[src/rtl/lbx_pkg.sv]
package lbx_pkg;

  // Number of visible lines removed by both bands, capped at the visible height.
  function automatic int unsigned blanked_lines(input int unsigned start_ln,
                                                input int unsigned release_ln,
                                                input int unsigned visible);
    int unsigned top_n;
    int unsigned bot_n;
    int unsigned sum_n;
    top_n = (release_ln < visible) ? release_ln : visible;
    bot_n = (start_ln < visible) ? (visible - start_ln) : 0;
    sum_n = top_n + bot_n;
    return (sum_n > visible) ? visible : sum_n;
  endfunction

endpackage

[src/rtl/lbx_events.sv]
module lbx_events #(
  parameter int LINE_W  = 9,
  parameter int LINES   = 262,
  parameter int VISIBLE = 224
) (
  input  logic              clk,
  input  logic              rst_n,
  input  logic [LINE_W-1:0] line,
  input  logic              hblank,
  input  logic [LINE_W-1:0] act_start,
  input  logic [LINE_W-1:0] act_release,
  output logic              hb_rise,
  output logic              wrap_ev,
  output logic              start_ev,
  output logic              release_ev
);
  localparam logic [LINE_W-1:0] LAST_LINE = LINE_W'(LINES - 1);
  localparam logic [LINE_W-1:0] VIS_LINES = LINE_W'(VISIBLE);

  logic hblank_q;

  always_ff @(posedge clk) begin
    if (!rst_n) hblank_q <= 1'b0;
    else        hblank_q <= hblank;
  end

  assign hb_rise    = hblank & ~hblank_q;
  assign wrap_ev    = hb_rise && (line == LAST_LINE);
  assign start_ev   = hb_rise && (act_start < VIS_LINES) && (line == act_start);
  assign release_ev = hb_rise && (act_release != '0) && (line == act_release);

  // events never fire outside a horizontal blank
  assert_event_in_hblank_R4: assert property (@(posedge clk) disable iff (!rst_n)
    (wrap_ev || start_ev || release_ev) |-> hblank);

endmodule

[src/rtl/lbx_cfg.sv]
module lbx_cfg #(
  parameter int LINE_W  = 9,
  parameter int VISIBLE = 224
) (
  input  logic              clk,
  input  logic              rst_n,
  input  logic              wrap_ev,
  input  logic [LINE_W-1:0] cfg_start_line,
  input  logic [LINE_W-1:0] cfg_release_line,
  output logic [LINE_W-1:0] act_start,
  output logic [LINE_W-1:0] act_release
);
  always_ff @(posedge clk) begin
    if (!rst_n) begin
      act_start   <= LINE_W'(VISIBLE);
      act_release <= '0;
    end else if (wrap_ev) begin
      act_start   <= cfg_start_line;
      act_release <= cfg_release_line;
    end
  end

  // settings move only at the frame boundary
  assert_cfg_frame_locked_R5: assert property (@(posedge clk) disable iff (!rst_n)
    !wrap_ev |=> ($stable(act_start) && $stable(act_release)));

endmodule

[src/rtl/lbx_band.sv]
module lbx_band (
  input  logic clk,
  input  logic rst_n,
  input  logic hblank,
  input  logic wrap_ev,
  input  logic top_band_on,
  input  logic start_ev,
  input  logic release_ev,
  input  logic work_pending,
  output logic force_blank,
  output logic xvb_active,
  output logic overrun
);
  logic release_ok;
  logic overrun_hit;

  // release only counts while the window is still open
  assign release_ok  = release_ev && xvb_active && !work_pending;
  assign overrun_hit = release_ev && xvb_active &&  work_pending;

  always_ff @(posedge clk) begin
    if (!rst_n) begin
      force_blank <= 1'b0;
      xvb_active  <= 1'b0;
      overrun     <= 1'b0;
    end else begin
      if (wrap_ev) begin
        force_blank <= top_band_on;
        xvb_active  <= top_band_on;
      end else if (start_ev) begin
        force_blank <= 1'b1;
        xvb_active  <= 1'b1;
      end else if (release_ok) begin
        force_blank <= 1'b0;
        xvb_active  <= 1'b0;
      end else if (overrun_hit) begin
        xvb_active  <= 1'b0;
      end
      if (overrun_hit) overrun <= 1'b1;
    end
  end

  assert_blank_edge_in_hblank_R4: assert property (@(posedge clk) disable iff (!rst_n)
    (force_blank != $past(force_blank)) |-> $past(hblank));

  assert_window_inside_blank_R3: assert property (@(posedge clk) disable iff (!rst_n)
    xvb_active |-> force_blank);

  assert_overrun_sticky_R7: assert property (@(posedge clk) disable iff (!rst_n)
    overrun |=> overrun);

  assert_overrun_keeps_blank_R7: assert property (@(posedge clk) disable iff (!rst_n)
    overrun_hit |=> (force_blank && !xvb_active));

endmodule

[src/rtl/letterbox_timer.sv]
module letterbox_timer #(
  parameter int LINE_W         = 9,
  parameter int LINES          = 262,
  parameter int VISIBLE        = 224,
  parameter int BYTES_PER_LINE = 165,
  parameter int BUDGET_W       = $clog2(BYTES_PER_LINE * VISIBLE + 1)
) (
  input  logic                clk,
  input  logic                rst_n,
  input  logic [LINE_W-1:0]   line,
  input  logic                hblank,
  input  logic [LINE_W-1:0]   cfg_start_line,
  input  logic [LINE_W-1:0]   cfg_release_line,
  input  logic                work_pending,
  output logic                force_blank,
  output logic                xvb_active,
  output logic                overrun,
  output logic [BUDGET_W-1:0] budget
);
  import lbx_pkg::*;

  localparam int MAX_BUDGET = BYTES_PER_LINE * VISIBLE;

  logic [LINE_W-1:0] act_start;
  logic [LINE_W-1:0] act_release;
  logic              hb_rise;
  logic              wrap_ev;
  logic              start_ev;
  logic              release_ev;
  logic              top_band_on;

  lbx_events #(.LINE_W(LINE_W), .LINES(LINES), .VISIBLE(VISIBLE)) u_events (
    .clk(clk), .rst_n(rst_n), .line(line), .hblank(hblank),
    .act_start(act_start), .act_release(act_release),
    .hb_rise(hb_rise), .wrap_ev(wrap_ev), .start_ev(start_ev), .release_ev(release_ev)
  );

  lbx_cfg #(.LINE_W(LINE_W), .VISIBLE(VISIBLE)) u_cfg (
    .clk(clk), .rst_n(rst_n), .wrap_ev(wrap_ev),
    .cfg_start_line(cfg_start_line), .cfg_release_line(cfg_release_line),
    .act_start(act_start), .act_release(act_release)
  );

  assign top_band_on = (cfg_release_line != '0);

  lbx_band u_band (
    .clk(clk), .rst_n(rst_n), .hblank(hblank),
    .wrap_ev(wrap_ev), .top_band_on(top_band_on),
    .start_ev(start_ev), .release_ev(release_ev), .work_pending(work_pending),
    .force_blank(force_blank), .xvb_active(xvb_active), .overrun(overrun)
  );

  assign budget = BUDGET_W'(blanked_lines(int'(act_start), int'(act_release), VISIBLE)
                            * BYTES_PER_LINE);

  assert_budget_capped_R8: assert property (@(posedge clk) disable iff (!rst_n)
    int'(budget) <= MAX_BUDGET);

  assert_start_needs_hblank_edge_R2: assert property (@(posedge clk) disable iff (!rst_n)
    $rose(xvb_active) |-> $past(hb_rise));

endmodule

[config.mk]
export PLATFORM = sky130hd
export DESIGN_NAME = letterbox_timer
export DESIGN_NICKNAME = d
export VERILOG_FILES = /design/src/rtl/lbx_pkg.sv /design/src/rtl/lbx_events.sv /design/src/rtl/lbx_cfg.sv /design/src/rtl/lbx_band.sv /design/src/rtl/letterbox_timer.sv
export SDC_FILE = /design/constraint.sdc
export NUM_CORES = 1
export LEC_CHECK = 0
export ABC_CLOCK_PERIOD_IN_PS = 15600
export CORE_ASPECT_RATIO = 1.2
export CORE_MARGIN = 8
export CORE_UTILIZATION = 56
export DETAILED_ROUTE_END_ITERATION = 10
export PLACE_DENSITY = 0.83
export SLEW_MARGIN = 20
export SYNTH_ARGS = -nofsm -noshare
export SYNTH_HDL_FRONTEND = slang
export SYNTH_SLANG_ARGS = --single-unit
[constraint.sdc]
create_clock -name clk -period 15.6 [get_ports clk]
set_input_delay 1.56 -clock clk [delete_from_list [all_inputs] [get_ports clk]]
set_output_delay 1.56 -clock clk [all_outputs]
set_load 0.05 [all_outputs]
* Word-level counts from Yosys, hierarchy flattened
Index checks and enable logic that the tools add are counted.
** Storage, ports and cells
- Flip-flop bits (word level) :: 22
- Bits of input ports :: 31
- Output and inout port bits :: 19
** Operators by class
- Add/subtract/negate cells :: 2
- Multiply operators :: 1
- Magnitude comparators :: 4
- Equal/unequal tests :: 3
- Mux-type cells :: 10
- Bitwise gates (word level) :: 2
- Reduce and logical (&&, ||, !) cells :: 13
** Operators by type and width (number)
- $mux W32 :: 2
- $add A9 B32 Y32 :: 1
- $gt A32 B8 Y1 const B :: 1
- $mul A32 B8 Y16 const B :: 1
- $lt A9 B8 Y1 const B :: 3
- $eq A9 B9 Y1 :: 2
- $reduce_bool A9 Y1 :: 2
- $sub A8 B9 Y10 const A :: 1
- $eq A9 B9 Y1 const B :: 1
- $mux W9 :: 1
- $logic_and A1 B1 Y1 :: 8
- $mux W1 :: 7
- $reduce_bool A4 Y1 :: 1
- $reduce_bool A3 Y1 :: 1
- $and A1 B1 Y1 :: 1
- $logic_not A1 Y1 :: 1
- $not A1 Y1 :: 1

* Longest topological paths before layout
- Depth after elaboration :: 10
- Gate-level depth with buffers :: 31
- Mapped depth without buffers :: 30

* Hierarchy
From an unflattened synthesis, not the netlist that was laid out.
** Unflattened totals
- Cell total of the unflattened synthesis :: 359
- Area total of the unflattened synthesis :: 3168.0 sq um
** By module, submodules not included
- letterbox_timer :: times used 1, cells each 252, area each 2080.7 sq um
- lbx_cfg :: times used 1, cells each 57, area each 680.7 sq um
- lbx_events :: times used 1, cells each 37, area each 289.0 sq um
- lbx_band :: times used 1, cells each 13, area each 117.6 sq um

* Worst setup path after synthesis
Ideal clock, no wire load.
- Path type :: reg2out
- Start point :: reg u_cfg.act_start[6]
- End point :: out budget[14]
- Arrival :: 7.606 ns
- Data required time :: 14.040 ns
- Setup slack :: 6.434 ns
- Stages on the path, launching flop included :: 23
- Buffers on the path :: 1
- Cells stage by stage :: dfxtp_1 -> clkbuf_1 -> a31o_2 -> nor2_1 -> ha_1 -> inv_1 -> fa_1 -> or2b_1 -> a21oi_1 -> xor2_1 -> o311a_4 -> a211oi_1 -> ha_1 -> inv_1 -> fa_1 -> inv_1 -> ha_1 -> ha_1 -> nor2b_1 -> o21ai_0 -> a21oi_1 -> o21a_1 -> o311ai_0
** Between the ends
- Word-level cells in the longest chain between the ends :: 6
** RTL lines
- start: declaration :: line lbx_cfg.sv:10 : output logic [LINE_W-1:0] act_start,
- start signal: assignment :: line lbx_cfg.sv:15 : act_start <= LINE_W'(VISIBLE);
- start signal: assignment :: line lbx_cfg.sv:18 : act_start <= cfg_start_line;
- $sub A8 B9 Y10 or $lt A9 B8 Y1 (tied branches) :: line lbx_pkg.sv:11 : bot_n = (start_ln < visible) ? (visible - start_ln) : 0;
- $mux W32 * :: line lbx_pkg.sv:11
- $add A9 B32 Y32 * :: line lbx_pkg.sv:12 : sum_n = top_n + bot_n;
- $gt A32 B8 Y1 :: line lbx_pkg.sv:13 : return (sum_n > visible) ? visible : sum_n;
- $mux W32 * :: line lbx_pkg.sv:13
- $mul A32 B8 Y16 * :: line letterbox_timer.sv:54 : * BYTES_PER_LINE);
- end: declaration :: line letterbox_timer.sv:18 : output logic [BUDGET_W-1:0] budget
Mark *: on every way between the ends. The rest lies on a longest branch, timed or not.

* Worst setup path in the final report
- Start point :: reg u_cfg.act_start[1]
- End point :: out budget[15]
Same word-level chain as after synthesis.

==> run metrics <==
status completed; gr ovfl total 0; largest net degree at the start of global routing 23; PortBufs 49; sequential cell area 440 sq um; core region area 5900 sq um; Seq/Total Area, Yosys 0.131; placer congestion estimate 0.910; internal power 0.118 mW; HP Class reg -> reg; max_cap viols 0; Critical Path RT 14.04 ns; Final Net Count 544; post-DR vias/cell 5.62; R2R cell count 6; Worst-Skew Late Latency 0.26 ns; clk sinks 22; VDD IR max 0.0615 mV; DIE AREA 8730 sq um; initial core utilization 0.569; Die W 86.6 microns; placed insts 523; Worst Hold Margin 0.476 ns; Switching Share 0.413; DP Worst Slack 7.09 ns; area delta synth->final 21.1%; Yosys cell types 60; unrepaired setup endpoints after global routing no; Synth Register Bits 22; I/O pins 50; Peak Freq 113 MHz; skew final 0.00160 ns; Setup TNS Final 0 ns; Final Non-Filler Cells 526; FFs w/ async S/R, synth 0; cell row count 31; CP Launch Type register; Clock Power Share 0.174; crit-path max cell delay 0.83 ns; area leader, netlist ha_1; Lkg Pwr 1.78 nW; worst hold start u_band.overrun; Post-Syn Area 3350 sq um; pwr/cell area 49.4 nW/um^2; number of enable flip-flop cells after synthesis 0; # hold bufs at CTS 0; # fillers 522; final setup margin 6.73 ns; multi-input logic area 2880 sq um; die height 101 microns; gr usage total 0.182; setup violators final 0; dominant synthesized flop cell dfxtp_1; first-pass GRT wire length 13200 microns; Hold Vio Cnt, Final 0; Slew Limit Fails 0; post-layout util 0.688; remaining antenna violation count 0; crit share post-route 0.569; sequential power share 0.281; HPWL Detailed 6480 microns; switching pwr 0.0829 mW; combinational share of power 0.544; DRT Pass-1 Iters 4; CP Max Fanout 10; Antenna Cells 0; CTS buffer count 3; via count 2956; initial antenna violation count 0; Critical Path AT 7.31 ns; synthesized area per cell 9.01 sq um; post_cts resized 0; crit path from u_cfg.act_start[1]; Worst Setup EP budget[15]; Synth area leaders ha_1, dfxtp_1, fa_1; CP endpoint kind output port; Clock Pin Slew Worst Setup and Hold Paths 0.07 ns; Worst slew margin 0.405; Reg-to-Reg End u_band.xvb_active; CP Cell Sequence inv_1, ha_1, nand2_1, o21ai_0, xnor2_1, nor2_1, ha_1, or3b_1, o211ai_1, a311oi_4, or3_4, o211a_1, ha_1, fa_1, fa_1, ha_1, ha_1, o21ai_0, nor2_1, a2111oi_0, nor3_1, a211oi_1, clkdlybuf4s50_1; Mapped Cells 372; flop-to-flop setup slack 13.57 ns; final WL 7480 microns; drt wl/cell 14.2 microns; worst r2r src u_events.hblank_q; CTS tree yes; maximum root-to-sink buffer count 2; setup bufs post-CTS 0; fin crit period 8.87 ns; Synth Warn # 0; cell mode on critical path ha_1; Worst-Margin Slew 0.884 ns; CP max stage cell clkdlybuf4s50_1; DRT iter0 DRCs 126; top cell type's share of synthesized area 0.183; Root Buffer clkbuf_8; # DRC 0; number of global-route vias before repair 3047; fraction of layout cells with a size suffix above 1 0.0473; worst setup path class reg -> out; H-tree depth 1
==> power by group through the flow <==
stage	Clock (mW)	Combinational, mW	Sequential [mW]
floorplan	0	0.0754	0.0577
global placement	0	0.107	0.0577
detailed placement	0	0.109	0.0577
CTS	0.0352	0.109	0.0564
global route	0.0382	0.119	0.0564
finish	0.0350	0.109	0.0564
==> state kept, by name, summed over array words and instances (netlist names) <==
register / count
u_band.force_blank: 1
u_band.overrun: 1
u_cfg.act_start: 9
u_cfg.act_release: 9
u_band.xvb_active: 1
u_events.hblank_q: 1
==> layout by cell type, fill, tap and decap left out, types with 2 or more instances in the layout <==
master	Yosys	routed
ha_1	49	49
clkdlybuf4s50_1	0	49
conb_1	2	29
nor2_1	28	28
inv_1	26	26
xnor2_1	23	23
nor2b_1	22	22
dfxtp_1	22	22
mux2i_1	18	18
fa_1	18	18
xor2_1	15	15
o21ai_0	12	12
nand2_1	11	11
a211oi_1	9	9
nor4_1	9	9
nor3_1	9	9
and2_1	8	8
a21oi_1	7	7
nand4_1	6	6
nand3_1	5	5
o21a_1	5	5
or2_2	4	4
o211ai_1	4	4
nand2b_1	4	4
o2111ai_1	4	4
nand4b_1	3	3
or3_1	3	3
clkbuf_8	0	3
a311oi_1	2	2
o31a_1	2	2
a31oi_1	2	2
a21o_1	2	2
a2111oi_4	2	2
o211a_1	2	2
a21boi_0	2	2
==> logic make-up after synthesis <==
| logic type | Yosys count | share of synthesized area |
|---|---|---|
| AOI/OAI and AO/OA | 68 | 0.172 |
| DFF | 22 | 0.131 |
| and+or+nand+nor | 122 | 0.206 |
| adders and majority gates | 67 | 0.290 |
| buffers and inverters | 34 | 0.0399 |
| other | 2 | 0.00224 |
| muxes | 18 | 0.0538 |
| xor gates and xnor gates | 39 | 0.104 |
==> routing by layer <==
layer | share of wire | GRT usage | routed length (microns) | vias up
li1 | - | - | - | 1464
met1 | 0.44 | 0.213 | 3270 | 1400
met2 | 0.50 | 0.332 | 3740 | 72
met3 | 0.034 | 0.0188 | 254 | 20
met4 | 0.029 | 0.0611 | 214 | 0
met5 | 0 | 0 | 0 | -
==> critical path: cells and delay by family (launching register included) <==
kind,cells,cell delay (ns)
AND/OR/NAND/NOR,6,1.27
adder cells (fa/ha/maj),7,2.61
AO/OA/AOI/OAI,7,1.67
buffers and inverters,2,0.92
XOR/XNOR,1,0.15
flip-flops,1,0.43
==> area by class of cell <==
cell class,instances,area share
Clock buffer,3,0.0102
Tap cell,82,0.0253
Timing Repair Buffer,50,0.123
Inverter,26,0.0240
Multi-Input combinational cell,343,0.709
Sequential cell,22,0.109
==> synth_stat cells, types with 2 or more instances <==
library cell  number
clkbuf_1           5
o211a_1            2
a311oi_1           2
dfxtp_1           22
a31oi_1            2
o21a_1             5
nand4b_1           3
mux2i_1           18
o2111ai_1          4
nand3_1            5
ha_1              49
fa_1              18
or2_2              4
nor2b_1           22
and2_1             8
buf_2              2
nand2b_1           4
o21ai_0           12
conb_1             2
nor2_1            28
nor3_1             9
a21boi_0           2
nand4_1            6
o31a_1             2
nor4_1             9
a211oi_1           9
a2111oi_4          2
or3_1              3
o211ai_1           4
inv_1             26
xor2_1            15
xnor2_1           23
nand2_1           11
a21oi_1            7
a21o_1             2
==> through the flow <==
stage               cell area (sq um)  power, mW
finish                           4060      0.201
global route                     4060      0.213
CTS                              4060      0.201
detailed placement               4020      0.167
global placement                 4020      0.165
floorplan                        3450      0.133
==> worst min-delay path by stage <==
stage | end | slack, ns | cells past startpoint
after global routing | u_band.overrun | 0.51 | 1
after CTS | u_band.overrun | 0.48 | 1
after floorplan | u_cfg.act_release[1] | 0.52 | 2
final | u_band.overrun | 0.48 | 1
after detailed placement | u_band.overrun | 0.46 | 1
after global placement | u_band.overrun | 0.45 | 1
No activity file was read; power rests on OpenSTA's default activity.
